===== config.mk =====
export PLATFORM = sky130hd
export DESIGN_NAME = uart_irq_out
export DESIGN_NICKNAME = d
export VERILOG_FILES = /design/src/rtl/uirq_pkg.sv /design/src/rtl/uirq_tx_cond.sv /design/src/rtl/uirq_rx_cond.sv /design/src/rtl/uirq_pin_fsm.sv /design/src/rtl/uart_irq_out.sv
export SDC_FILE = /design/constraint.sdc
export NUM_CORES = 1
export LEC_CHECK = 0
export BUFFER_PORTS_ARGS = -buffer_cell sky130_fd_sc_hd__buf_2
export CAP_MARGIN = 10
export CORE_AREA = 2 2 39 41
export CTS_BUF_LIST = sky130_fd_sc_hd__clkbuf_16
export DETAILED_ROUTE_END_ITERATION = 10
export DIE_AREA = 0 0 41 43
export GPL_ROUTABILITY_DRIVEN = 0
export PLACE_DENSITY = 0.62
export SLEW_MARGIN = 20
export SYNTH_ARGS = -nofsm -noshare
export SYNTH_HDL_FRONTEND = slang
export SYNTH_SLANG_ARGS = --single-unit
export TNS_END_PERCENT = 5

===== constraint.sdc =====
create_clock -name clk -period 0.8 [get_ports clk]
set_input_delay 0 -clock clk [delete_from_list [all_inputs] [get_ports clk]]
set_output_delay 0 -clock clk [all_outputs]
set_load 0.005 [all_outputs]

===== src/rtl/uirq_pkg.sv =====
package uirq_pkg;
    typedef enum logic {
        IRQ_QUIET  = 1'b0,
        IRQ_RAISED = 1'b1
    } irq_state_e;
endpackage


===== src/rtl/uirq_tx_cond.sv =====
module uirq_tx_cond #(
    parameter int LVL_W = 6
) (
    input  logic             fifo_en,
    input  logic [LVL_W-1:0] level,
    input  logic [LVL_W-1:0] trig,
    output logic             hit
);
    logic empty;
    assign empty = (level == '0);

    always_comb begin
        if (fifo_en) hit = empty || (level < trig);
        else         hit = empty;
    end
endmodule


===== src/rtl/uirq_rx_cond.sv =====
module uirq_rx_cond #(
    parameter int LVL_W = 6
) (
    input  logic             fifo_en,
    input  logic [LVL_W-1:0] level,
    input  logic [LVL_W-1:0] trig,
    input  logic             timeout,
    output logic             hit
);
    always_comb begin
        if (fifo_en) hit = (level >= trig) || timeout;
        else         hit = (level != '0);              // timeout unused
    end
endmodule


===== src/rtl/uirq_pin_fsm.sv =====
module uirq_pin_fsm
    import uirq_pkg::*;
(
    input  logic clk,
    input  logic rst_n,
    input  logic want,
    input  logic bus_hi_mode,
    output logic irq_o,
    output logic irq_oe
);
    irq_state_e state, state_nx;

    always_comb begin
        state_nx = state;
        unique case (state)
            IRQ_QUIET:  if (want)  state_nx = IRQ_RAISED; // go_raise
            IRQ_RAISED: if (!want) state_nx = IRQ_QUIET;  // go_lower
            default:    state_nx = IRQ_QUIET;
        endcase
    end

    always_ff @(posedge clk or negedge rst_n) begin
        if (!rst_n) state <= IRQ_QUIET;
        else        state <= state_nx;
    end

    always_comb begin
        unique case (state)
            IRQ_RAISED: begin
                irq_o  = bus_hi_mode;
                irq_oe = 1'b1;
            end
            default: begin
                irq_o  = 1'b0;
                irq_oe = bus_hi_mode;
            end
        endcase
    end

    AST_WANT_RAISES: assert property (@(posedge clk) disable iff (!rst_n)
        want |=> (state == IRQ_RAISED));
    AST_NOWANT_LOWERS: assert property (@(posedge clk) disable iff (!rst_n)
        !want |=> (state == IRQ_QUIET));
    AST_HI_MODE_DRIVEN: assert property (@(posedge clk) disable iff (!rst_n)
        bus_hi_mode |-> (irq_oe && (irq_o == (state == IRQ_RAISED))));
    AST_LO_MODE_OPEN_DRAIN: assert property (@(posedge clk) disable iff (!rst_n)
        !bus_hi_mode |-> (!irq_o && (irq_oe == (state == IRQ_RAISED))));
endmodule


===== src/rtl/uart_irq_out.sv =====
module uart_irq_out #(
    parameter int DEPTH = 32,
    localparam int LVL_W = $clog2(DEPTH + 1)
) (
    input  logic             clk,
    input  logic             rst_n,
    input  logic             fifo_en,
    input  logic             tx_ie,
    input  logic             rx_ie,
    input  logic [LVL_W-1:0] tx_level,
    input  logic [LVL_W-1:0] rx_level,
    input  logic [LVL_W-1:0] tx_trig,
    input  logic [LVL_W-1:0] rx_trig,
    input  logic             rx_timeout,
    input  logic             bus_hi_mode,
    output logic             irq_o,
    output logic             irq_oe
);
    logic tx_hit, rx_hit, want;

    uirq_tx_cond #(.LVL_W(LVL_W)) u_tx (
        .fifo_en (fifo_en),
        .level   (tx_level),
        .trig    (tx_trig),
        .hit     (tx_hit)
    );

    uirq_rx_cond #(.LVL_W(LVL_W)) u_rx (
        .fifo_en (fifo_en),
        .level   (rx_level),
        .trig    (rx_trig),
        .timeout (rx_timeout),
        .hit     (rx_hit)
    );

    assign want = (tx_ie && tx_hit) || (rx_ie && rx_hit);

    uirq_pin_fsm u_fsm (
        .clk         (clk),
        .rst_n       (rst_n),
        .want        (want),
        .bus_hi_mode (bus_hi_mode),
        .irq_o       (irq_o),
        .irq_oe      (irq_oe)
    );

    logic pin_active;
    assign pin_active = bus_hi_mode ? irq_o : irq_oe;

    AST_TX_HOLD_EMPTY: assert property (@(posedge clk) disable iff (!rst_n)
        (!fifo_en && tx_ie && tx_level == '0) |=> pin_active);
    AST_TX_HOLD_FULL: assert property (@(posedge clk) disable iff (!rst_n)
        (!fifo_en && tx_ie && !rx_ie && tx_level != '0) |=> !pin_active);
    AST_RX_HOLD_FULL: assert property (@(posedge clk) disable iff (!rst_n)
        (!fifo_en && rx_ie && rx_level != '0) |=> pin_active);
    AST_RX_TIMEOUT_FIFO: assert property (@(posedge clk) disable iff (!rst_n)
        (fifo_en && rx_ie && rx_timeout) |=> pin_active);
    AST_TIMEOUT_IGNORED: assert property (@(posedge clk) disable iff (!rst_n)
        (!fifo_en && rx_ie && !tx_ie && rx_level == '0) |=> !pin_active);
    AST_ALL_MASKED: assert property (@(posedge clk) disable iff (!rst_n)
        (!tx_ie && !rx_ie) |=> !pin_active);
endmodule


==> results of run 1 <==
-- power groups by stage --
stage	sequential, mW	clock, mW	combinational, mW
5_1_grt	0.0612	0	0.298
3_5_place_dp	0.0590	0	0.235
3_3_place_gp	0.0595	0	0.228
6_report	0.0592	0	0.259
2_1_floorplan	0.0587	0	0.103
4_1_cts	0.0590	0	0.255
-- path summary, 6_finish.rpt --
path	startpoint	to	slack (ns)	cells after the start
max	rx_level[3]	u_fsm.state	-0.43	5
min	tx_ie	u_fsm.state	0.24	2
max in group asynchronous	rst_n	u_fsm.state	0.40	2
min in group asynchronous	rst_n	u_fsm.state	0.32	2
-- cells by family (layout without fill, tap and decap cells) --
family / after synthesis / after routing
fa+ha+maj: 11 / 11
simple gates: 14 / 14
buf+inv: 11 / 50
compound gates: 11 / 11
flops: 1 / 1
-- per-layer routing --
layer  global-route usage  wire (um)
met5                    0          0
met3               0.0209        103
met1               0.0987        351
met4                    0          0
met2                0.213        441
-- layout by cell type (no fill, tap or decap), types with 2 or more instances in the layout --
| cell | count |
|---|---|
| ha_1 | 10 |
| buf_2 | 31 |
| nand2_1 | 4 |
| inv_1 | 10 |
| a211oi_2 | 2 |
| buf_4 | 6 |
| nor2_1 | 3 |
| a21oi_1 | 3 |
| o21ai_1 | 2 |
-- stage by stage --
step           instances  worst slack [ns]  setup TNS [ns]  hold slack, ns  cell area [um2]
2_1_floorplan         48            -0.297          -0.297          -0.296              362
3_3_place_gp         102            -0.483          -0.483          -0.222              587
3_5_place_dp         102            -0.507          -0.507          -0.224              587
4_1_cts              103            -0.440          -0.440           0.244              621
5_1_grt              103            -0.492          -0.492           0.262              626
6_report             103            -0.431          -0.431           0.235              626
-- cell type report --
cell class	count	area share
Sequential cell	1	0.0400
Tap cell	16	0.0320
Inverter	11	0.0660
Timing Repair Buffer	39	0.354
Multi-Input combinational cell	36	0.508
-- timing repair --
action,CTS,global route
hold endpoints to repair,1,0
hold buffers,1,0
pin swaps,0,1
resized for setup,3,4
endpoints found under the setup margin,1,1
==> impl_metrics.yaml, run 1 <==
status:
  status: "finished with violations"
  violations: "setup timing"
synth:
  yosys.area_share.xor_xnor: 0
  ys_async_sr_fraction: 1.00
  yosys_warnings: 0
  ys_seq_area_frac: 0.0692
  synth_cell_types: 18
  synth_top_family_by_area: "adder cells"
  synth_edf_count: 0
  yosys.area_share.simple: 0.218
  synth_compound_area_frac: 0.218
  synth_top_area_share: 0.381
  syn_area_per_cell_um2: 7.53
  synthMuxAreaShare: 0
  netlist_area_um2: 362
  yosysTopAreaCell: "ha_1"
  syn_inst: 48
  synth_nets: 90
  yosys_most_used_dff: "dfrtp_1"
  synth_area_leaders: "ha_1, inv_1, dfrtp_1"
  synth-adder-area-share: 0.381
  synth.top_cells.by_count: "ha_1, inv_1, nand2_1"
  synth_seq_cells: 1
power_and_ir_drop:
  vdd_ir_drop_max_mv: 0.221
  switchingPower_mw: 0.107
  finalPower_mw: 0.318
  pwr_density_cell_nw_per_um2: 509
  power_frac_clock: 0
  combPwrFrac: 0.814
  intPower_mw: 0.212
  p_leak_nw: 0.365
  pwr-share-seq: 0.186
  p_sw_frac: 0.335
final_layout:
  area_growth_pct: 73.0
  fillers: 155
  largest_register_ffs: 1
  final_nets: 131
  n_antenna_cell: 0
  top_register: "u_fsm.state"
  multi_input_area_um2: 318
  layout-drive-gt1-share: 0.517
  reg_top3: "u_fsm.state: 1 flops"
  fin_util: 0.452
  layout.area.seq_um2: 25.0
global_routing:
  grt_pass1_wl_um: 1370
  first_global_vias: 398
  grtUsageTotal: 0.103
  antenna_found_initial: 0
  grt_max_degree: 3
  overflow: 0
critical_path:
  critical_path_class: "input port to flip-flop"
  critPathLaunchType: "input port"
  required_ns: 0.68
  slowest_delay_ns: 0.52
  path_cells: "buf_6 > or4_4 > o41ai_2 > nor2_1 > a22o_1"
  crit_buf_inv: 1
  slowest_stage: "or4_4"
  cp-end-kind: "flip-flop"
  cp_top_family: "simple AND/OR/NAND/NOR gates"
  crit_path_max_fanout: 2
  arrival_ns: 1.11
timing:
  post-route-min-period_ns: 1.23
  setup_violations: 1
  final-hold-violation-count: 0
  maxSlewHeadroom: 0.849
  drv_slew: 0
  worstMarginPinSlew_ns: 0.223
  fmax_mhz: 812
  fin_crit_sh: 1.54
  setup_ws_ns: -0.431
  rsz0062_at_grt: "yes"
floorplan:
  core-area_um2: 1380
  fp-row-count: 14
  die_w_um: 41
  start_util: 0.261
  die_y_um: 43
  dieArea_um2: 1760
  boundaryPins: 33
routing:
  wl_um: 897
  vias: 451
  drt_iter0_drc: 1
  antenna_left: 0
  route.detailed.drc: 0
  post_drt_via_cell_ratio: 4.38
  routedWlPerCell_um: 8.71
  drtPass1Iterations: 2
place:
  io_buffers: 32
  dp.final_hpwl_um: 799
clocking:
  post-cts-setup-buffers: 0
  clkSlewWorstSetupHoldPaths_ns: 0
flow_run:
  cap_violations: 0
min_path:
  hp-class: "input port to flip-flop"
(Power assumes the default switching activity.)
==> inputs of run 2 (changes only) <==
Settings changed: GPL_TIMING_DRIVEN set to 0.
==> run 2 against run 1 <==
The run still ends with setup timing left. Highest routed layer unchanged. Largest cell class unchanged. Global-route usage shrank 0.49 points. Via count fell by 2.9%. Flip-flop and latch count unchanged. Core utilization down 3.6 points. Die area is the same. Setup slack got worse by 0.0045 ns. Cell count fell by 5.8%. Critical path type unchanged. Total power shrank 9.7%.
==> impl_metrics.yaml, run 2 (synthesis gave the netlist of run 1 again) <==
status:
  status: "finished with violations"
  violations: "setup timing"
floorplan:
  die_y_um: 43
  start_util: 0.261
  core-area_um2: 1380
  die_w_um: 41
  boundaryPins: 33
  dieArea_um2: 1760
  fp-row-count: 14
final_layout:
  final_nets: 125
  area_growth_pct: 59.2
  layout_common_cells: "buf_2, inv_1, ha_1, nand2_1"
  fillers: 151
  layout-drive-gt1-share: 0.457
  mostFrequentLayoutCell: "buf_2"
  n_antenna_cell: 0
  fin_util: 0.416
  design_area_um2: 576
  reg_top3: "u_fsm.state: 1 flops"
  largest_register_ffs: 1
  top_register: "u_fsm.state"
timing:
  setup_ws_ns: -0.436
  rsz0062_at_grt: "yes"
  fin_crit_sh: 1.54
  final-hold-violation-count: 0
  maxSlewHeadroom: 0.852
  setup_violations: 1
  drv_slew: 0
  fmax_mhz: 809
  post-route-min-period_ns: 1.24
  worstMarginPinSlew_ns: 0.220
global_routing:
  antenna_found_initial: 0
  first_global_vias: 390
  overflow: 0
  grt_max_degree: 4
  grt_pass1_wl_um: 1320
  grtUsageTotal: 0.0982
min_path:
  hold-path-cell-count: 2
  hp-class: "input port to flip-flop"
place:
  placed_area_um2: 542
  dp.final_hpwl_um: 790
  pre_cts_slack_ns: -0.505
  io_buffers: 32
routing:
  route.met2.wl_um: 416
  routedWlPerCell_um: 8.64
  route.detailed.drc: 0
  dr_wl_met3_um: 84
  drt_iter0_drc: 0
  drtPass1Iterations: 1
  vias: 438
  wl_um: 838
  wl_met1_um: 338
  top_layer: "met3"
  antenna_left: 0
  post_drt_via_cell_ratio: 4.52
clocking:
  clkSlewWorstSetupHoldPaths_ns: 0
critical_path:
  cp-endpoint: "u_fsm.state"
  crit_path_max_fanout: 2
  critical_path_class: "input port to flip-flop"
  required_ns: 0.68
  cp-end-kind: "flip-flop"
  arrival_ns: 1.11
  critPathLaunchType: "input port"
  cp-startpoint: "rx_level[3]"
power_and_ir_drop:
  p_leak_nw: 0.336
  vdd_ir_drop_max_mv: 0.176
  pwr_density_cell_nw_per_um2: 499
flow_run:
  cap_violations: 0
==> run 2: worst min path at each step <==
stage                from           to  slack [ns]
floorplan           rst_n  u_fsm.state       -0.30
global placement    rst_n  u_fsm.state       -0.23
detailed placement  rst_n  u_fsm.state       -0.22
CTS                 tx_ie  u_fsm.state        0.25
global route        tx_ie  u_fsm.state        0.27
finish              tx_ie  u_fsm.state        0.24
==> run 2: what timing repair did <==
action	4_1_cts	5_1_grt
resized for setup	3	1
setup endpoints to repair	1	1
hold buffers	1	0
pin swaps	0	0
endpoints found under the hold margin	1	0
cloned	0	0
buffers inserted	0	0
==> run 2: worst max-delay path, stage by stage <==
cell and delay [ns]:
buf_6 0.09, or4_4 0.53, o41ai_2 0.20, nor2_1 0.06, a22o_1 0.23
==> run 2: layout make-up <==
cell class	instances	area [um2]	area share
sequential	1	25.0	0.0435
tap	16	20.0	0.0348
timing repair buffer	33	176	0.307
inverter	11	41.3	0.0717
multi-input combinational	36	313	0.543
==> run 2: layer usage <==
| layer | global-route usage | up-vias |
|---|---|---|
| li1 | - | 237 |
| met1 | 0.112 | 180 |
| met2 | 0.197 | 21 |
| met3 | 0 | 0 |
| met4 | 0 | 0 |
| met5 | 0 | - |
==> run 2: through the flow <==
stage | TNS (ns) | total power [mW] | cells | hold WS [ns]
after floorplan | -0.297 | 0.161 | 48 | -0.296
after global placement | -0.498 | 0.266 | 96 | -0.226
after detailed placement | -0.505 | 0.272 | 96 | -0.225
after CTS | -0.451 | 0.293 | 97 | 0.251
after global routing | -0.524 | 0.324 | 97 | 0.269
final | -0.436 | 0.287 | 97 | 0.240
==> run 2: power breakdown <==
part | internal (mW) | total (mW) | switching, mW
clock network | 0 | 0 | 0
registers | 0.0574 | 0.0598 | 0.00240
logic | 0.132 | 0.228 | 0.0952
total | 0.190 | 0.287 | 0.0976
